[src/rtl/reuse_mon_pkg.sv]
package reuse_mon_pkg;

    // Operating mode of the governor.
    typedef enum logic {
        MODE_PLACE = 1'b0,
        MODE_CONV  = 1'b1
    } reuse_mode_e;

endpackage

[src/rtl/reuse_event_pick.sv]
module reuse_event_pick
    import reuse_mon_pkg::*;
(
    input  reuse_mode_e mode,
    input  logic        lp_hit,
    input  logic        mru_hit,
    output logic        scored_hit
);

    // The mode decides which hit flag is scored.
    always_comb begin
        unique case (mode)
            MODE_PLACE: scored_hit = lp_hit;
            MODE_CONV:  scored_hit = mru_hit;
            default:    scored_hit = 1'b0;
        endcase
    end

endmodule

[src/rtl/reuse_sat_counter.sv]
module reuse_sat_counter #(
    parameter int CNT_W     = 5,
    parameter int CNT_LIM   = 15,
    parameter int UP_STEP   = 2,
    parameter int DOWN_STEP = 1
) (
    input  logic                    clk,
    input  logic                    rst_n,
    input  logic                    upd,
    input  logic                    scored_hit,
    output logic signed [CNT_W-1:0] cnt_q,
    output logic signed [CNT_W-1:0] cnt_d
);

    // Two guard bits so that a step past either limit cannot wrap.
    localparam int EW = CNT_W + 2;
    localparam logic signed [EW-1:0] HI_W   = EW'(CNT_LIM);
    localparam logic signed [EW-1:0] LO_W   = EW'(-CNT_LIM);
    localparam logic signed [EW-1:0] UP_W   = EW'(UP_STEP);
    localparam logic signed [EW-1:0] DOWN_W = EW'(DOWN_STEP);

    logic signed [EW-1:0] wide_cur;
    logic signed [EW-1:0] wide_up;
    logic signed [EW-1:0] wide_down;
    logic signed [EW-1:0] wide_sel;

    always_comb begin
        wide_cur  = {{2{cnt_q[CNT_W-1]}}, cnt_q};
        wide_up   = wide_cur + UP_W;
        wide_down = wide_cur - DOWN_W;
        if (!upd) begin
            wide_sel = wide_cur;
        end else if (scored_hit) begin
            wide_sel = (wide_up > HI_W) ? HI_W : wide_up;
        end else begin
            wide_sel = (wide_down < LO_W) ? LO_W : wide_down;
        end
        cnt_d = wide_sel[CNT_W-1:0];
    end

    always_ff @(posedge clk or negedge rst_n) begin
        if (!rst_n) begin
            cnt_q <= '0;
        end else begin
            cnt_q <= cnt_d;
        end
    end

endmodule

[src/rtl/reuse_mode_fsm.sv]
module reuse_mode_fsm
    import reuse_mon_pkg::*;
#(
    parameter int CNT_W = 5
) (
    input  logic                    clk,
    input  logic                    rst_n,
    input  logic                    upd,
    input  logic signed [CNT_W-1:0] cnt_d,
    output reuse_mode_e             mode_q,
    output logic                    place_en,
    output logic                    flip
);

    reuse_mode_e mode_d;
    logic        go_conv;
    logic        go_place;

    // Transition conditions: strict comparisons against zero.
    always_comb begin
        go_conv  = upd && (cnt_d < 0);
        go_place = upd && (cnt_d > 0);
        mode_d   = mode_q;
        unique case (mode_q)
            MODE_PLACE: if (go_conv)  mode_d = MODE_CONV;
            MODE_CONV:  if (go_place) mode_d = MODE_PLACE;
            default:    mode_d = MODE_PLACE;
        endcase
        flip = (mode_d != mode_q);
    end

    // State register.
    always_ff @(posedge clk or negedge rst_n) begin
        if (!rst_n) begin
            mode_q <= MODE_PLACE;
        end else begin
            mode_q <= mode_d;
        end
    end

    // Outputs from state.
    always_comb begin
        unique case (mode_q)
            MODE_PLACE: place_en = 1'b1;
            MODE_CONV:  place_en = 1'b0;
            default:    place_en = 1'b1;
        endcase
    end

endmodule

[src/rtl/reuse_flip_tally.sv]
module reuse_flip_tally #(
    parameter int FLIP_W = 16
) (
    input  logic              clk,
    input  logic              rst_n,
    input  logic              flip,
    output logic [FLIP_W-1:0] flips
);

    always_ff @(posedge clk or negedge rst_n) begin
        if (!rst_n) begin
            flips <= '0;
        end else if (flip) begin
            flips <= flips + 1'b1;
        end
    end

endmodule

[src/rtl/reuse_mode_governor.sv]
module reuse_mode_governor
    import reuse_mon_pkg::*;
#(
    parameter int CNT_W     = 5,
    parameter int CNT_LIM   = 15,
    parameter int HIT_STEP  = 2,
    parameter int MISS_STEP = 1,
    parameter int FLIP_W    = 16
) (
    input  logic                    clk,
    input  logic                    rst_n,
    input  logic                    acc_valid,
    input  logic                    lp_hit,
    input  logic                    mru_hit,
    output logic                    place_en,
    output logic signed [CNT_W-1:0] score,
    output logic [FLIP_W-1:0]       mode_flips
);

    reuse_mode_e             mode_q;
    logic                    scored_hit;
    logic signed [CNT_W-1:0] cnt_d;
    logic                    flip;

    reuse_event_pick u_pick (
        .mode       (mode_q),
        .lp_hit     (lp_hit),
        .mru_hit    (mru_hit),
        .scored_hit (scored_hit)
    );

    reuse_sat_counter #(
        .CNT_W     (CNT_W),
        .CNT_LIM   (CNT_LIM),
        .UP_STEP   (HIT_STEP),
        .DOWN_STEP (MISS_STEP)
    ) u_cnt (
        .clk        (clk),
        .rst_n      (rst_n),
        .upd        (acc_valid),
        .scored_hit (scored_hit),
        .cnt_q      (score),
        .cnt_d      (cnt_d)
    );

    reuse_mode_fsm #(
        .CNT_W (CNT_W)
    ) u_fsm (
        .clk      (clk),
        .rst_n    (rst_n),
        .upd      (acc_valid),
        .cnt_d    (cnt_d),
        .mode_q   (mode_q),
        .place_en (place_en),
        .flip     (flip)
    );

    reuse_flip_tally #(
        .FLIP_W (FLIP_W)
    ) u_tally (
        .clk   (clk),
        .rst_n (rst_n),
        .flip  (flip),
        .flips (mode_flips)
    );

endmodule

[config.mk]
export PLATFORM = sky130hd
export DESIGN_NAME = reuse_mode_governor
export DESIGN_NICKNAME = d
export VERILOG_FILES = /design/src/rtl/reuse_mon_pkg.sv /design/src/rtl/reuse_event_pick.sv /design/src/rtl/reuse_sat_counter.sv /design/src/rtl/reuse_mode_fsm.sv /design/src/rtl/reuse_flip_tally.sv /design/src/rtl/reuse_mode_governor.sv
export SDC_FILE = /design/constraint.sdc
export NUM_CORES = 1
export LEC_CHECK = 0
export BUFFER_PORTS_ARGS = -buffer_cell sky130_fd_sc_hd__buf_4
export CAP_MARGIN = 20
export CORE_ASPECT_RATIO = 1.5
export CORE_MARGIN = 2
export CORE_UTILIZATION = 60
export CTS_BUF_LIST = sky130_fd_sc_hd__clkbuf_4 sky130_fd_sc_hd__clkbuf_8 sky130_fd_sc_hd__clkbuf_16
export DETAILED_ROUTE_END_ITERATION = 12
export GPL_TIMING_DRIVEN = 1
export PLACE_DENSITY = 0.85
export RECOVER_POWER = 100
export SKIP_CTS_REPAIR_TIMING = 1
export SLEW_MARGIN = 25
export SYNTH_ARGS = -nofsm -noshare
export SYNTH_HDL_FRONTEND = slang
export SYNTH_SLANG_ARGS = --single-unit
[constraint.sdc]
create_clock -name clk -period 4.3 [get_ports clk]
set_input_delay 0.645 -clock clk [delete_from_list [all_inputs] [get_ports clk]]
set_output_delay 0.645 -clock clk [all_outputs]
set_load 0.01 [all_outputs]
==> results.md <==
* Htree depth at 1
* Max clock buf depth at 2
* Final WL at 3810 um
* Share of cells above drive strength 1 at 0.0622
* Yosys warnings at 0
* Worst Path Max Fanout at 25
* Max Cap Viol at 0
* Global route overflow at 0
* Drt wl/cell at 17.5 um
* Placed Area at 1750 um^2
* Async S/R FF share, synth at 1.00
* Worst VDD drop at 0.339 mV
* Root Buffer: clkbuf_4
* Clock Skew at 0.00473 ns
* Fin crit period at 3.42 ns
* Crit path arrival time at 3.61 ns
* Clock slew at reported path FFs at 0.12 ns
* Layout filler cell count at 222
* Number of synthesized register bits at 22
* Synth Flop Type: dfrtp_1
* Number of diodes at 0
* RSZ-0062 raised after global routing: no
* Vias in the first global route at 1351
* GRT Resource Usage Total at 0.262
* First-pass GRT wire length at 5930 um
* Die width at 45.8 um
* Number of buffers created by CTS at 3
* Via count at 1460
* Slew @ Worst Pin at 1.20 ns
* Post-Syn Area at 1570 um^2
* Avg Cell Area, Syn at 9.08 um^2
* Synth top area cells: dfrtp_1 35%, xor2_1 5.0%, ha_1 4.0%
* Die height at 66.7 um
* Top cell type's share of synthesized area at 0.351
* Status: completed
* Final hold violation count at 0
* Clk_lat worst skew at 0.32 ns
* Via density at 6.73
* Register-to-register setup slack at 0.88 ns
* Finished Layout Cells at 217
* Crit. End Element: register
* Post-route cell area at 1670 um^2
* Hpwl dp at 2810 um
* I/O Buffers at 26
* DP Cell Count at 213
* Final Cycle Share at 0.795
* Post-DRT Antenna Nets at 0
* Detailed Route Iter0 Violations at 63
* P per Cell Area at 658 nW/um^2
* Largest net degree at the start of global routing at 26
* Synth cell types at 46
* Top post-synthesis cells by count: 22 x dfrtp_1, 16 x nand2_1, 9 x inv_1, 9 x xor2_1
* Max transition margin at 0.202
* CP Cell Sequence: mux2i_1, o21ai_0, a21oi_1, a211oi_1, o41ai_1, clkbuf_1, a2111oi_1, xor2_1
* Sequential area share after synthesis at 0.351
* Storage cell area at 551 um^2
* IO Count at 27
* FP Rows at 22
* WP data required at 4.49 ns
* Fin Setup TNS at 0 ns
* Final core utilization at 0.676
* HP Class: register to register
* Crit-path max cell delay at 0.84 ns
* Core ar. at 2480 um^2
* Leak Pwr at 0.706 nW
* Initial antenna violation count at 0
* Initial Util at 0.634
* Post-synth EDFFs at 0
* Setup Viol. Count Final at 0
* DRC violation count after routing at 0
* Die Area at 3050 um^2
* Max Fclk at 293 MHz
* Clk sinks at 22
* Area Growth Syn to Fin at 6.61%
* Hold WS at 0.497 ns
* Crit path max-delay cell type: dfrtp_1
* GPL Wtd Cong at 0.871
* Most numerous cell in the Yosys netlist: dfrtp_1
* Detailed Routing Iterations Pass 1 at 4
* Slew Viols, Final at 0
* Crit Path Category: register to register
* Syn_nets at 183
* # nets final at 204
* Mapped Cells at 173
* Setup crit start kind: register
* Multi-input logic area at 883 um^2
* Leading area contributor after synthesis: dfrtp_1
* CTS tree: yes
==> report_power, final <==
group          switching [mW]  leakage (nW)  internal (mW)
clock                  0.0661        0.0279         0.0943
sequential              0.127         0.276          0.263
combinational           0.342         0.402          0.209
total                   0.535         0.706          0.566
==> cells by family after synthesis <==
kind of cell / count (synthesis) / synth area share
xor gates and xnor gates: 15 / 0.0837
muxes: 5 / 0.0406
buffers and inverters: 22 / 0.0613
DFF: 22 / 0.351
adders and majority gates: 5 / 0.0398
and+or+nand+nor: 62 / 0.208
AOI/OAI and AO/OA: 42 / 0.216
==> critical path: cells and delay by family (launching register included) <==
kind,cells,cell delay (ns)
AOI/OAI and AO/OA,5,1.14
DFF,1,0.84
muxes,1,0.69
buffers and inverters,1,0.43
xor gates and xnor gates,1,0.19
==> layer usage <==
layer / wire [um] / global-route usage / vias up
met5: 0 / 0 / -
met1: 1500 / 0.290 / 723
met3: 144 / 0.0298 / 6
met2: 2120 / 0.479 / 51
li1: - / - / 680
met4: 43 / 0.114 / 0
==> stage by stage <==
stage               worst slack (ns)  power (mW)
floorplan                       1.75       0.805
global placement                1.42       0.973
detailed placement              1.33        1.00
CTS                             1.29        1.16
global route                   0.541        1.17
finish                         0.883        1.10
==> state kept, by name (all words and copies together) (netlist names) <==
signal	cells
u_tally.flips	16
u_cnt.cnt_q	5
u_fsm.mode_q	1
==> cell type report <==
class	instances	area share
Clock inverter	1	0.0179
Tap cell	24	0.0179
Inverter	10	0.0224
Timing Repair Buffer	28	0.0717
Clock buffer	3	0.0135
Sequential cell	22	0.329
Multi-Input combinational cell	129	0.528
==> layout by cell type (no fill, tap or decap), types with 2 or more instances in the layout <==
cell	netlist	final
nand2_1	16	16
dfrtp_1	22	22
xnor2_1	6	6
clkbuf_4	0	3
clkbuf_1	6	24
or3_1	4	4
ha_1	5	5
o21ai_1	3	2
nor2_1	6	6
nand2b_1	3	3
a21oi_1	6	6
a22oi_1	0	4
buf_4	0	4
inv_1	9	9
a31o_1	2	2
and3_1	2	2
a22o_1	2	2
a21o_1	2	2
nor3_1	6	6
mux2i_1	3	4
nor4_1	8	8
a211oi_1	8	8
nand4_1	4	4
o211ai_1	2	2
o21ai_0	2	3
xor2_1	9	9
nand3_1	8	8
==> path summary, 6_finish.rpt <==
kind / to / from / cells after the start
worst max-delay path: u_tally.flips[5] / u_fsm.mode_q / 8
worst min-delay path: u_tally.flips[15] / u_tally.flips[15] / 1
worst max register to register: u_tally.flips[5] / u_fsm.mode_q / 8
worst min register to register: u_tally.flips[15] / u_tally.flips[15] / 1
max in group asynchronous: u_tally.flips[15] / rst_n / 1
min in group asynchronous: u_tally.flips[10] / rst_n / 1
No activity file was read; power rests on OpenSTA's default activity.
